### src/rtl/rmap_pkg.sv
package rmap_pkg;
  localparam int unsigned LREGS  = 32;
  localparam int unsigned PREGS  = 64;
  localparam int unsigned LREG_W = $clog2(LREGS);
  localparam int unsigned PREG_W = $clog2(PREGS);
  localparam int unsigned CNT_W  = LREG_W;
  localparam int unsigned ZERO_IDX = LREGS - 1;

  typedef logic [LREG_W-1:0] lreg_t;
  typedef logic [PREG_W-1:0] preg_t;
  typedef logic [CNT_W-1:0]  cnt_t;

  typedef struct packed {
    preg_t tag;
    logic  er;
  } src_info_t;
endpackage

### src/rtl/rmap_er_flags.sv
module rmap_er_flags
  import rmap_pkg::*;
#(
  parameter bit HAS_ZERO = 1'b1
) (
  input  logic             clk,
  input  logic             rst_n,
  input  logic             cfg_we,
  input  cnt_t             cfg_cnt,
  output logic [LREGS-1:0] er_vec
);
  localparam int TOP = HAS_ZERO ? int'(LREGS) - 2 : int'(LREGS) - 1;

  logic [LREGS-1:0] er_q, er_d;

  always_comb begin
    er_d = er_q;
    if (cfg_we) begin
      for (int i = 0; i < int'(LREGS); i++) begin
        er_d[i] = (i <= TOP) && ((TOP - i) < int'(cfg_cnt));
      end
    end
  end

  always_ff @(posedge clk or negedge rst_n) begin
    if (!rst_n) er_q <= '0;
    else        er_q <= er_d;
  end

  assign er_vec = er_q;

  // a zero count leaves no register flagged
  a_r6_zero_count_clears: assert property (@(posedge clk) disable iff (!rst_n)
    (cfg_we && cfg_cnt == '0) |=> (er_q == '0));

  // flags move only through a configuration write
  a_r10_flags_stable: assert property (@(posedge clk) disable iff (!rst_n)
    !cfg_we |=> $stable(er_q));
endmodule

### src/rtl/rmap_table.sv
module rmap_table
  import rmap_pkg::*;
#(
  parameter int unsigned RD_PORTS = 3
) (
  input  logic  clk,
  input  logic  rst_n,
  input  logic  we,
  input  lreg_t waddr,
  input  preg_t wdata,
  input  lreg_t raddr [RD_PORTS],
  output preg_t rdata [RD_PORTS]
);
  preg_t map_q [LREGS];
  preg_t map_d [LREGS];

  always_comb begin
    for (int i = 0; i < int'(LREGS); i++) begin
      map_d[i] = map_q[i];
    end
    if (we) map_d[waddr] = wdata;
  end

  always_ff @(posedge clk or negedge rst_n) begin
    if (!rst_n) begin
      for (int i = 0; i < int'(LREGS); i++) map_q[i] <= preg_t'(i);
    end else begin
      for (int i = 0; i < int'(LREGS); i++) map_q[i] <= map_d[i];
    end
  end

  for (genvar p = 0; p < int'(RD_PORTS); p++) begin : g_rd
    assign rdata[p] = map_q[raddr[p]];
  end

  // a write lands at its address
  a_r2_write_lands: assert property (@(posedge clk) disable iff (!rst_n)
    we |=> (map_q[$past(waddr)] == $past(wdata)));
endmodule

### src/rtl/rmap_src_port.sv
module rmap_src_port
  import rmap_pkg::*;
#(
  parameter bit HAS_ZERO = 1'b1
) (
  input  lreg_t     lidx,
  input  preg_t     ptag,
  input  logic      er_bit,
  input  logic      kill,
  output src_info_t info
);
  logic is_zero;
  assign is_zero  = HAS_ZERO && (lidx == lreg_t'(ZERO_IDX));
  assign info.tag = ptag;
  assign info.er  = er_bit && !is_zero && !kill;
endmodule

### src/rtl/rename_er_map.sv
module rename_er_map
  import rmap_pkg::*;
#(
  parameter bit HAS_ZERO_REG = 1'b1
) (
  input  logic              clk,
  input  logic              rst_n,
  input  logic              disp_valid,
  input  logic              disp_is_cfg,
  input  logic [CNT_W-1:0]  disp_cfg_count,
  input  logic [LREG_W-1:0] disp_src0,
  input  logic [LREG_W-1:0] disp_src1,
  input  logic [LREG_W-1:0] disp_dst,
  input  logic              disp_has_dst,
  input  logic              fl_valid,
  input  logic [PREG_W-1:0] fl_tag,
  output logic              disp_ready,
  output logic              fl_pop,
  output logic              rob_valid,
  output logic              rob_has_dst,
  output logic [PREG_W-1:0] rob_src0_tag,
  output logic              rob_src0_er,
  output logic [PREG_W-1:0] rob_src1_tag,
  output logic              rob_src1_er,
  output logic [PREG_W-1:0] rob_dst_tag,
  output logic [PREG_W-1:0] rob_old_tag
);
  localparam int unsigned NSRC = 2;
  localparam int unsigned NRD  = NSRC + 1;

  logic             dst_is_zero, need_dst, fire, cfg_we, dup_src;
  logic [LREGS-1:0] er_vec;
  lreg_t            raddr [NRD];
  preg_t            rdata [NRD];
  lreg_t            src_idx [NSRC];
  src_info_t        src_info [NSRC];

  assign dst_is_zero = HAS_ZERO_REG && (disp_dst == lreg_t'(ZERO_IDX));
  assign need_dst    = disp_has_dst && !disp_is_cfg && !dst_is_zero;
  assign disp_ready  = !(need_dst && !fl_valid);
  assign fire        = disp_valid && disp_ready;
  assign fl_pop      = fire && need_dst;
  assign cfg_we      = fire && disp_is_cfg;
  assign dup_src     = (disp_src0 == disp_src1);

  assign src_idx[0] = disp_src0;
  assign src_idx[1] = disp_src1;
  assign raddr[0]   = disp_src0;
  assign raddr[1]   = disp_src1;
  assign raddr[2]   = disp_dst;

  rmap_er_flags #(.HAS_ZERO(HAS_ZERO_REG)) u_flags (
    .clk     (clk),
    .rst_n   (rst_n),
    .cfg_we  (cfg_we),
    .cfg_cnt (disp_cfg_count),
    .er_vec  (er_vec)
  );

  rmap_table #(.RD_PORTS(NRD)) u_table (
    .clk   (clk),
    .rst_n (rst_n),
    .we    (fl_pop),
    .waddr (disp_dst),
    .wdata (fl_tag),
    .raddr (raddr),
    .rdata (rdata)
  );

  // the second port of a repeated source drops its flag
  for (genvar s = 0; s < int'(NSRC); s++) begin : g_src
    rmap_src_port #(.HAS_ZERO(HAS_ZERO_REG)) u_port (
      .lidx   (src_idx[s]),
      .ptag   (rdata[s]),
      .er_bit (er_vec[src_idx[s]]),
      .kill   ((s != 0) && dup_src),
      .info   (src_info[s])
    );
  end

  // entry register: next state, then flops with an explicit enable
  logic        valid_d, cap_en, hd_d;
  src_info_t   s0_d, s1_d;
  preg_t       dt_d, ot_d;
  src_info_t   s0_q, s1_q;

  assign valid_d = fire && !disp_is_cfg;
  assign cap_en  = valid_d;
  assign hd_d    = fl_pop;
  assign s0_d    = src_info[0];
  assign s1_d    = src_info[1];
  assign dt_d    = fl_pop ? fl_tag   : '0;
  assign ot_d    = fl_pop ? rdata[2] : '0;

  always_ff @(posedge clk or negedge rst_n) begin
    if (!rst_n) rob_valid <= 1'b0;
    else        rob_valid <= valid_d;
  end

  always_ff @(posedge clk or negedge rst_n) begin
    if (!rst_n) begin
      rob_has_dst <= 1'b0;
      s0_q        <= '0;
      s1_q        <= '0;
      rob_dst_tag <= '0;
      rob_old_tag <= '0;
    end else if (cap_en) begin
      rob_has_dst <= hd_d;
      s0_q        <= s0_d;
      s1_q        <= s1_d;
      rob_dst_tag <= dt_d;
      rob_old_tag <= ot_d;
    end
  end

  assign rob_src0_tag = s0_q.tag;
  assign rob_src0_er  = s0_q.er;
  assign rob_src1_tag = s1_q.tag;
  assign rob_src1_er  = s1_q.er;

  // repeated source yields at most one flag
  a_r4_single_flag: assert property (@(posedge clk) disable iff (!rst_n)
    (fire && !disp_is_cfg && dup_src) |=> !(rob_src0_er && rob_src1_er));

  // configuration makes no entry and pops nothing
  a_r7_cfg_no_entry: assert property (@(posedge clk) disable iff (!rst_n)
    (fire && disp_is_cfg) |=> !rob_valid);
  a_r7_cfg_no_pop: assert property (@(posedge clk) disable iff (!rst_n)
    (disp_valid && disp_is_cfg) |-> !fl_pop);

  // a pop needs a tag
  a_r8_pop_has_tag: assert property (@(posedge clk) disable iff (!rst_n)
    fl_pop |-> fl_valid);

  // zero register never flagged
  a_r9_zero_plain: assert property (@(posedge clk) disable iff (!rst_n)
    (fire && !disp_is_cfg && HAS_ZERO_REG && disp_src0 == lreg_t'(ZERO_IDX))
      |=> !rob_src0_er);

  // no entry without dispatch
  a_r10_idle_quiet: assert property (@(posedge clk) disable iff (!rst_n)
    !disp_valid |=> !rob_valid);
endmodule

### config.mk
export PLATFORM = sky130hd
export DESIGN_NAME = rename_er_map
export DESIGN_NICKNAME = d
export VERILOG_FILES = /design/src/rtl/rmap_pkg.sv /design/src/rtl/rmap_er_flags.sv /design/src/rtl/rmap_table.sv /design/src/rtl/rmap_src_port.sv /design/src/rtl/rename_er_map.sv
export SDC_FILE = /design/constraint.sdc
export NUM_CORES = 1
export LEC_CHECK = 0
export BUFFER_PORTS_ARGS = -buffer_cell sky130_fd_sc_hd__buf_2
export CAP_MARGIN = 20
export CORE_MARGIN = 8
export CORE_UTILIZATION = 45
export DETAILED_ROUTE_END_ITERATION = 7
export MAX_ROUTING_LAYER = met4
export PLACE_DENSITY_LB_ADDON = 0.25
export SYNTH_ARGS = -nofsm -noshare
export SYNTH_HDL_FRONTEND = slang
export SYNTH_HIERARCHICAL = 1
export SYNTH_SLANG_ARGS = --single-unit
### constraint.sdc
create_clock -name clk -period 6.2 [get_ports clk]
set_input_delay 0.93 -clock clk [delete_from_list [all_inputs] [get_ports clk]]
set_output_delay 0.93 -clock clk [all_outputs]
set_load 0.1 [all_outputs]
==> impl_metrics.json, run 1 <==
{
  "cts_setup_buffers": 0,
  "worst-r2r-setup-slack_ps": 4070,
  "relSlewSlack_pct": 21.4,
  "area_growth_pct": 10.4,
  "drtIter0Drc": 844,
  "ctsResizeCount": 0,
  "rsz0062_at_grt": "no",
  "yosys.area.top_type": "dfrtp_1",
  "routabilityCongestion": 0.832,
  "die_h_um": 199,
  "cts_buffers": 30,
  "finClkSkew_ps": 31.6,
  "status": "finished, final reports clean",
  "max_cap_violations": 0,
  "syn-cell-area_um2": 15000,
  "fin_util_pct": 50.0,
  "io_pins": 62,
  "cts_root_buffer": "clkbuf_16",
  "yosysWarnings": 6,
  "layout-drive-gt1-share_pct": 58.8,
  "fin_nets": 1045,
  "leakage_uw": 0.00706,
  "endpoint_kind": "output pin",
  "synth_compound_area_share_pct": 3.28,
  "cp.arrival_ps": 2770,
  "slew_violations": 0,
  "finalWirelength_um": 41100,
  "irDropWorstVdd_uv": 228,
  "layout_min_cycle_time_ps": 3700,
  "drtPass1Iterations": 5,
  "hold_path_class": "in -> async",
  "fin_total_pwr_uw": 4370,
  "synth_top_family_by_area": "multiplexers",
  "coreArea_um2": 33200,
  "max_freq_ghz": 0.270,
  "avgRoutedWirePerCell_um": 27.6,
  "synth_xor_area_share_pct": 0.291,
  "clock-sinks": 251,
  "grt_first_pass_wirelength_um": 62700,
  "antenna_found_initial": 1,
  "synth-adder-area-share_pct": 0,
  "die_w_um": 199,
  "ys_seq_area_share_pct": 42.4,
  "tns_ps": 0,
  "hold_violations": 0,
  "cts_tree": "done",
  "ys_seq_elements": 251,
  "path_class": "in -> out",
  "io_buffers": 61,
  "pwr_density_cell_nw_per_um2": 263,
  "startpoint_type": "input pin",
  "synth_top_area_share_pct": 28.4,
  "synth.most_common_cell": "mux2_2",
  "vias": 9534,
  "cp_max_fo": 22,
  "fin_cells": 1487,
  "dp_cells": 1429,
  "start_util_pct": 45.3,
  "drc": 0,
  "grt_pass1_vias": 9777,
  "cts_hold_buf": 0,
  "yosysUniqueCellTypes": 51,
  "synth-simple-area-share_pct": 3.97,
  "viasPerCell": 6.41,
  "min_period_over_period_pct": 59.7,
  "grt_util_all_layers_pct": 21.7,
  "synth_flop_cell": "dfrtp_1",
  "synth_cells": 995,
  "setup_viol": 0,
  "synth_mux_area_share_pct": 46.1,
  "syn_avg_cell_area_um2": 15.1,
  "num_rows": 67,
  "tightest_slew_ps": 1170,
  "post-place-ws_ps": 2310,
  "post-dp-hpwl_um": 26200,
  "clock_path_buffers": 3,
  "ys_async_sr_fraction_pct": 100,
  "synth_area_leaders": "dfrtp_1 (28%), mux4_2 (26%), mux2_2 (17%), dfstp_2 (14%), mux2i_1 (2.2%)",
  "h-tree-depth": 1,
  "grt_overflow_total": 0,
  "synth_enable_flop_cells": 0,
  "cts.clk_slew.worst_paths_ps": 60,
  "dieArea_um2": 39500,
  "clk_latency_ps": 570,
  "yosys-top-cells-count": "mux2_2 (224), mux4_2 (172), dfrtp_1 (171)",
  "postRouteAntennaNets": 0,
  "cp_data_required_time_ps": 5270,
  "grt_start_max_net_pins": 154,
  "final.setup.worst_slack_ps": 2500,
  "syn_nets": 1027
}
[final timing paths]
kind | start | endpoint | cells after the start
max | disp_dst[0] | fl_pop | 7
min | rst_n | u_flags/er_vec[3] | 1
max reg2reg | u_table/map_q[114] | rob_src0_tag[0] | 4
min reg2reg | rob_has_dst | rob_has_dst | 1
max in group asynchronous | rst_n | u_table/map_q[91] | 2
min in group clk | rob_has_dst | rob_has_dst | 1
[sequential cells by signal, summed over array words and instances (netlist names)]
signal and cells:
rob_src0_er 1, rob_src1_er 1, u_table/map_q 192, u_flags/er_vec 31, rob_dst_tag 6, rob_src0_tag 6, rob_old_tag 6, rob_src1_tag 6
rob_valid 1, rob_has_dst 1
[kinds of logic (layout without fill, tap and decap cells)]
logic type,Yosys count,in the layout
AO/OA/AOI/OAI,72,72
XOR/XNOR,5,5
buffers and inverters,105,147
flip-flops,251,251
multiplexers,437,437
other,2,4
AND/OR/NAND/NOR,123,123
[through the flow]
stage | hold WS (ps) | cell area (µm²)
after floorplan | 481 | 15000
after global placement | 458 | 15500
after detailed placement | 467 | 15500
after CTS | 399 | 16600
after global routing | 428 | 16600
final | 359 | 16600
[layer usage]
layer  vias up  routed length [µm]  share of wire [%]  track usage [%]
li1       3970                   -                  -                -
met1      5069               17600                 43             29.6
met2       400               18800                 46             32.1
met3        95                3200                7.8             4.23
met4         0                1520                3.7             7.77
met5         -                   0                  0                -
[critical path: stages]
cell	delay, ps
buf_2	380
buf_4	310
nand3_1	110
o21ai_2	340
nor2_1	90
buf_4	240
buf_2	330
[power breakdown]
group | total, µW | internal (µW) | switching (µW)
registers | 1840 | 1760 | 86.9
clock network | 1880 | 1160 | 726
logic | 648 | 262 | 386
total | 4370 | 3170 | 1200
[final cells by class]
class	instances	area, µm²
timing repair buffer	73	425
multi-input combinational	639	8090
clock buffer	36	823
clock inverter	20	255
inverter	18	67.6
antenna	2	5.00
fill	2871	16600
tap	448	561
sequential	251	6380
[cells in the final DEF (no fill, tap or decap), drive strengths merged, types with 7 or more instances in the layout]
cell,count
mux2,224
a22o,10
nand3,11
nand2,37
inv,18
a211oi,7
a22oi,8
a21oi,19
dfrtp,171
clkinv,12
mux2i,33
mux4,180
o22ai,7
clkbuf,36
nor2,37
buf,73
dfstp,80
o21ai,10
Power figures use the tool's default switching activity.
==> run 2, diff against run 1 <==
- ABC_AREA: unset -> 1
- clock period: 6.2 -> 3.4 ns (I/O delays scaled with it)
==> run 2 against run 1 <==
- the run now ends with hold timing left
- highest routed layer unchanged
- global-route usage rose by 7.0 points
- largest cell class unchanged
- total power rose by 93%
- routed wire length rose by 50%
- die area rose by 9.5%
- register-to-register slack got worse by 2300 ps
- critical path type is now in -> reg
==> impl_metrics.json, run 2 <==
{
  "clk_latency_ps": 570,
  "die_w_um": 208,
  "endpoint_kind": "flip-flop",
  "failed_checks": "hold timing",
  "cts_buffers": 30,
  "io_pins": 62,
  "coreArea_um2": 36400,
  "routabilityCongestion": 0.984,
  "cp_common_cell": "nand2_1",
  "fin_util_pct": 49.3,
  "grt_util_all_layers_pct": 28.7,
  "drtIter0Drc": 2026,
  "ctsResizeCount": 0,
  "worst_hold_slack_ps": -3.86,
  "irDropWorstVdd_uv": 501,
  "ys_seq_elements": 251,
  "path_class": "in -> reg",
  "post-dp-hpwl_um": 40000,
  "hold_path_class": "in -> async",
  "grt_overflow_total": 0,
  "tightest_slew_ps": 962,
  "crit_chain": "buf_2, nand2_1, nor2_1, nand2_1, and3_1, nand3_1, inv_1, inv_1, nor3_2, nand2_1, nand2_1, o21ai_2",
  "cts.clk_slew.worst_paths_ps": 60,
  "status": "finished, violations left",
  "finalWirelength_um": 61600,
  "layout_common_cells": "nand2_1 (1231), nand3_1 (497), dfrtp_1 (171)",
  "fin_nets": 2502,
  "grt_pass1_vias": 16541,
  "critPathTopFamily": "simple AND/OR/NAND/NOR gates",
  "grt_first_pass_wirelength_um": 96400,
  "rsz0062_at_grt": "no",
  "cts_root_buffer": "clkbuf_16",
  "area_growth_pct": 8.12,
  "fin_total_pwr_uw": 8430,
  "die_h_um": 208,
  "avgRoutedWirePerCell_um": 20.8,
  "drc": 0,
  "slew_violations": 0,
  "clock-sinks": 251,
  "cp_slowest_cell": "nor3_2",
  "setup_viol": 0,
  "clock_path_buffers": 3,
  "largest-register": "u_table/map_q",
  "syn_avg_cell_area_um2": 6.58,
  "vias": 17212,
  "largest_reg_flops": 192,
  "synth.most_common_cell": "nand2_1",
  "dieArea_um2": 43300,
  "io_buffers": 61,
  "crit_buf_inv": 3,
  "p_int_uw": 5710,
  "num_rows": 70,
  "cp_max_fo": 12,
  "synth_flop_cell": "dfrtp_1",
  "synth_enable_flop_cells": 0,
  "syn-cell-area_um2": 16600,
  "cp.arrival_ps": 3020,
  "min_period_over_period_pct": 75.9,
  "yosysUniqueCellTypes": 37,
  "finClkSkew_ps": 11.1,
  "ys_async_sr_fraction_pct": 100,
  "relSlewSlack_pct": 35.5,
  "pwr_density_cell_nw_per_um2": 470,
  "synth_top_area_share_pct": 27.8,
  "register_area_um2": 6380,
  "comb_power_share_pct": 19.1,
  "antenna_found_initial": 1,
  "max_cap_violations": 0,
  "yosys-top-cells-count": "nand2_1 (1231), nand3_1 (497), dfrtp_1 (171)",
  "layout-drive-gt1-share_pct": 14.3,
  "fillers": 3641,
  "final.setup.worst_slack_ps": 820,
  "viasPerCell": 5.81,
  "yosys.area.top_type": "nand2_1",
  "cts_setup_buffers": 0,
  "startpoint_type": "input pin",
  "cp_data_required_time_ps": 3840,
  "placed_cell_area_um2": 16900,
  "cts_tree": "done",
  "tns_ps": 0,
  "leakage_uw": 0.00817,
  "cp_slowest_stage_delay_ps": 730,
  "synth_area_leaders": "nand2_1 (28%), dfrtp_1 (26%), nand3_1 (15%), dfstp_2 (13%), o21ai_2 (3.0%)",
  "synth_cells": 2523,
  "drtPass1Iterations": 6,
  "max_freq_ghz": 0.388,
  "postRouteAntennaNets": 0,
  "p_clk_share_pct": 40.3,
  "post-place-ws_ps": 278,
  "grt_start_max_net_pins": 102,
  "final_common_cell": "nand2_1",
  "h-tree-depth": 1,
  "power.share.switching_pct": 32.3,
  "hold_violations": 6,
  "start_util_pct": 45.6,
  "multi_input_area_um2": 8970,
  "design_area_um2": 18000,
  "cts_hold_buf": 0,
  "p_seq_share_pct": 40.6,
  "p_switching_uw": 2720,
  "ys_seq_area_share_pct": 38.4,
  "layout_min_cycle_time_ps": 2580,
  "syn_nets": 2555,
  "yosysWarnings": 6
}
==> run 2: through the flow <==
stage	cells	hold slack, ps
after floorplan	2523	214
after global placement	2906	458
after detailed placement	2906	461
after CTS	2962	21.1
after global routing	2963	45.5
final	2963	-3.86
==> run 2: worst paths after layout <==
kind / endpoint / slack, ps / start / cells after the start
setup / recovery: u_table/map_q[140] / 820 / disp_dst[3] / 12
hold / removal: u_table/map_q[51] / -4 / rst_n / 1
setup reg to reg: rob_old_tag[1] / 1760 / u_table/map_q[49] / 10
hold reg to reg: rob_src0_er / 470 / rob_src0_er / 2
max in group asynchronous: u_table/map_q[146] / 2420 / rst_n / 2
min in group clk: rob_dst_tag[2] / 200 / fl_tag[2] / 3
==> run 2: power groups by stage <==
stage                     clock, µW  sequential (µW)  combinational, µW
final                          3400             3420               1610
after detailed placement          0             3460               1590
after global placement            0             3460               1570
after global routing           3560             3450               1740
after CTS                      3470             3420               1590
after floorplan                   0             3660                869
==> run 2: cell families after synthesis <==
group	count (synthesis)	synth area share (%)
AOI/OAI and AO/OA	219	8.16
DFF	251	38.4
buffers and inverters	252	7.52
other	2	0.0452
and+or+nand+nor	1799	45.8
==> run 2: layout make-up <==
| cell class | count | area share, % |
|---|---|---|
| diodes | 1 | 0.0139 |
| flip-flops and latches | 251 | 35.5 |
| clock buffers | 43 | 4.85 |
| inverters | 55 | 1.20 |
| repair buffers | 112 | 4.14 |
| multi-input cells | 2020 | 50.0 |
| well taps | 468 | 3.26 |
| clock inverters | 13 | 0.997 |
==> run 2: layer usage <==
layer  wire length, µm  vias to the layer above  global-route usage (%)
met3              5660                      202                    4.31
li1                  -                     8068                       -
met1             25100                     7998                    36.9
met4              3280                        0                    14.4
met5                 0                        -                       -
met2             27500                      944                    43.8
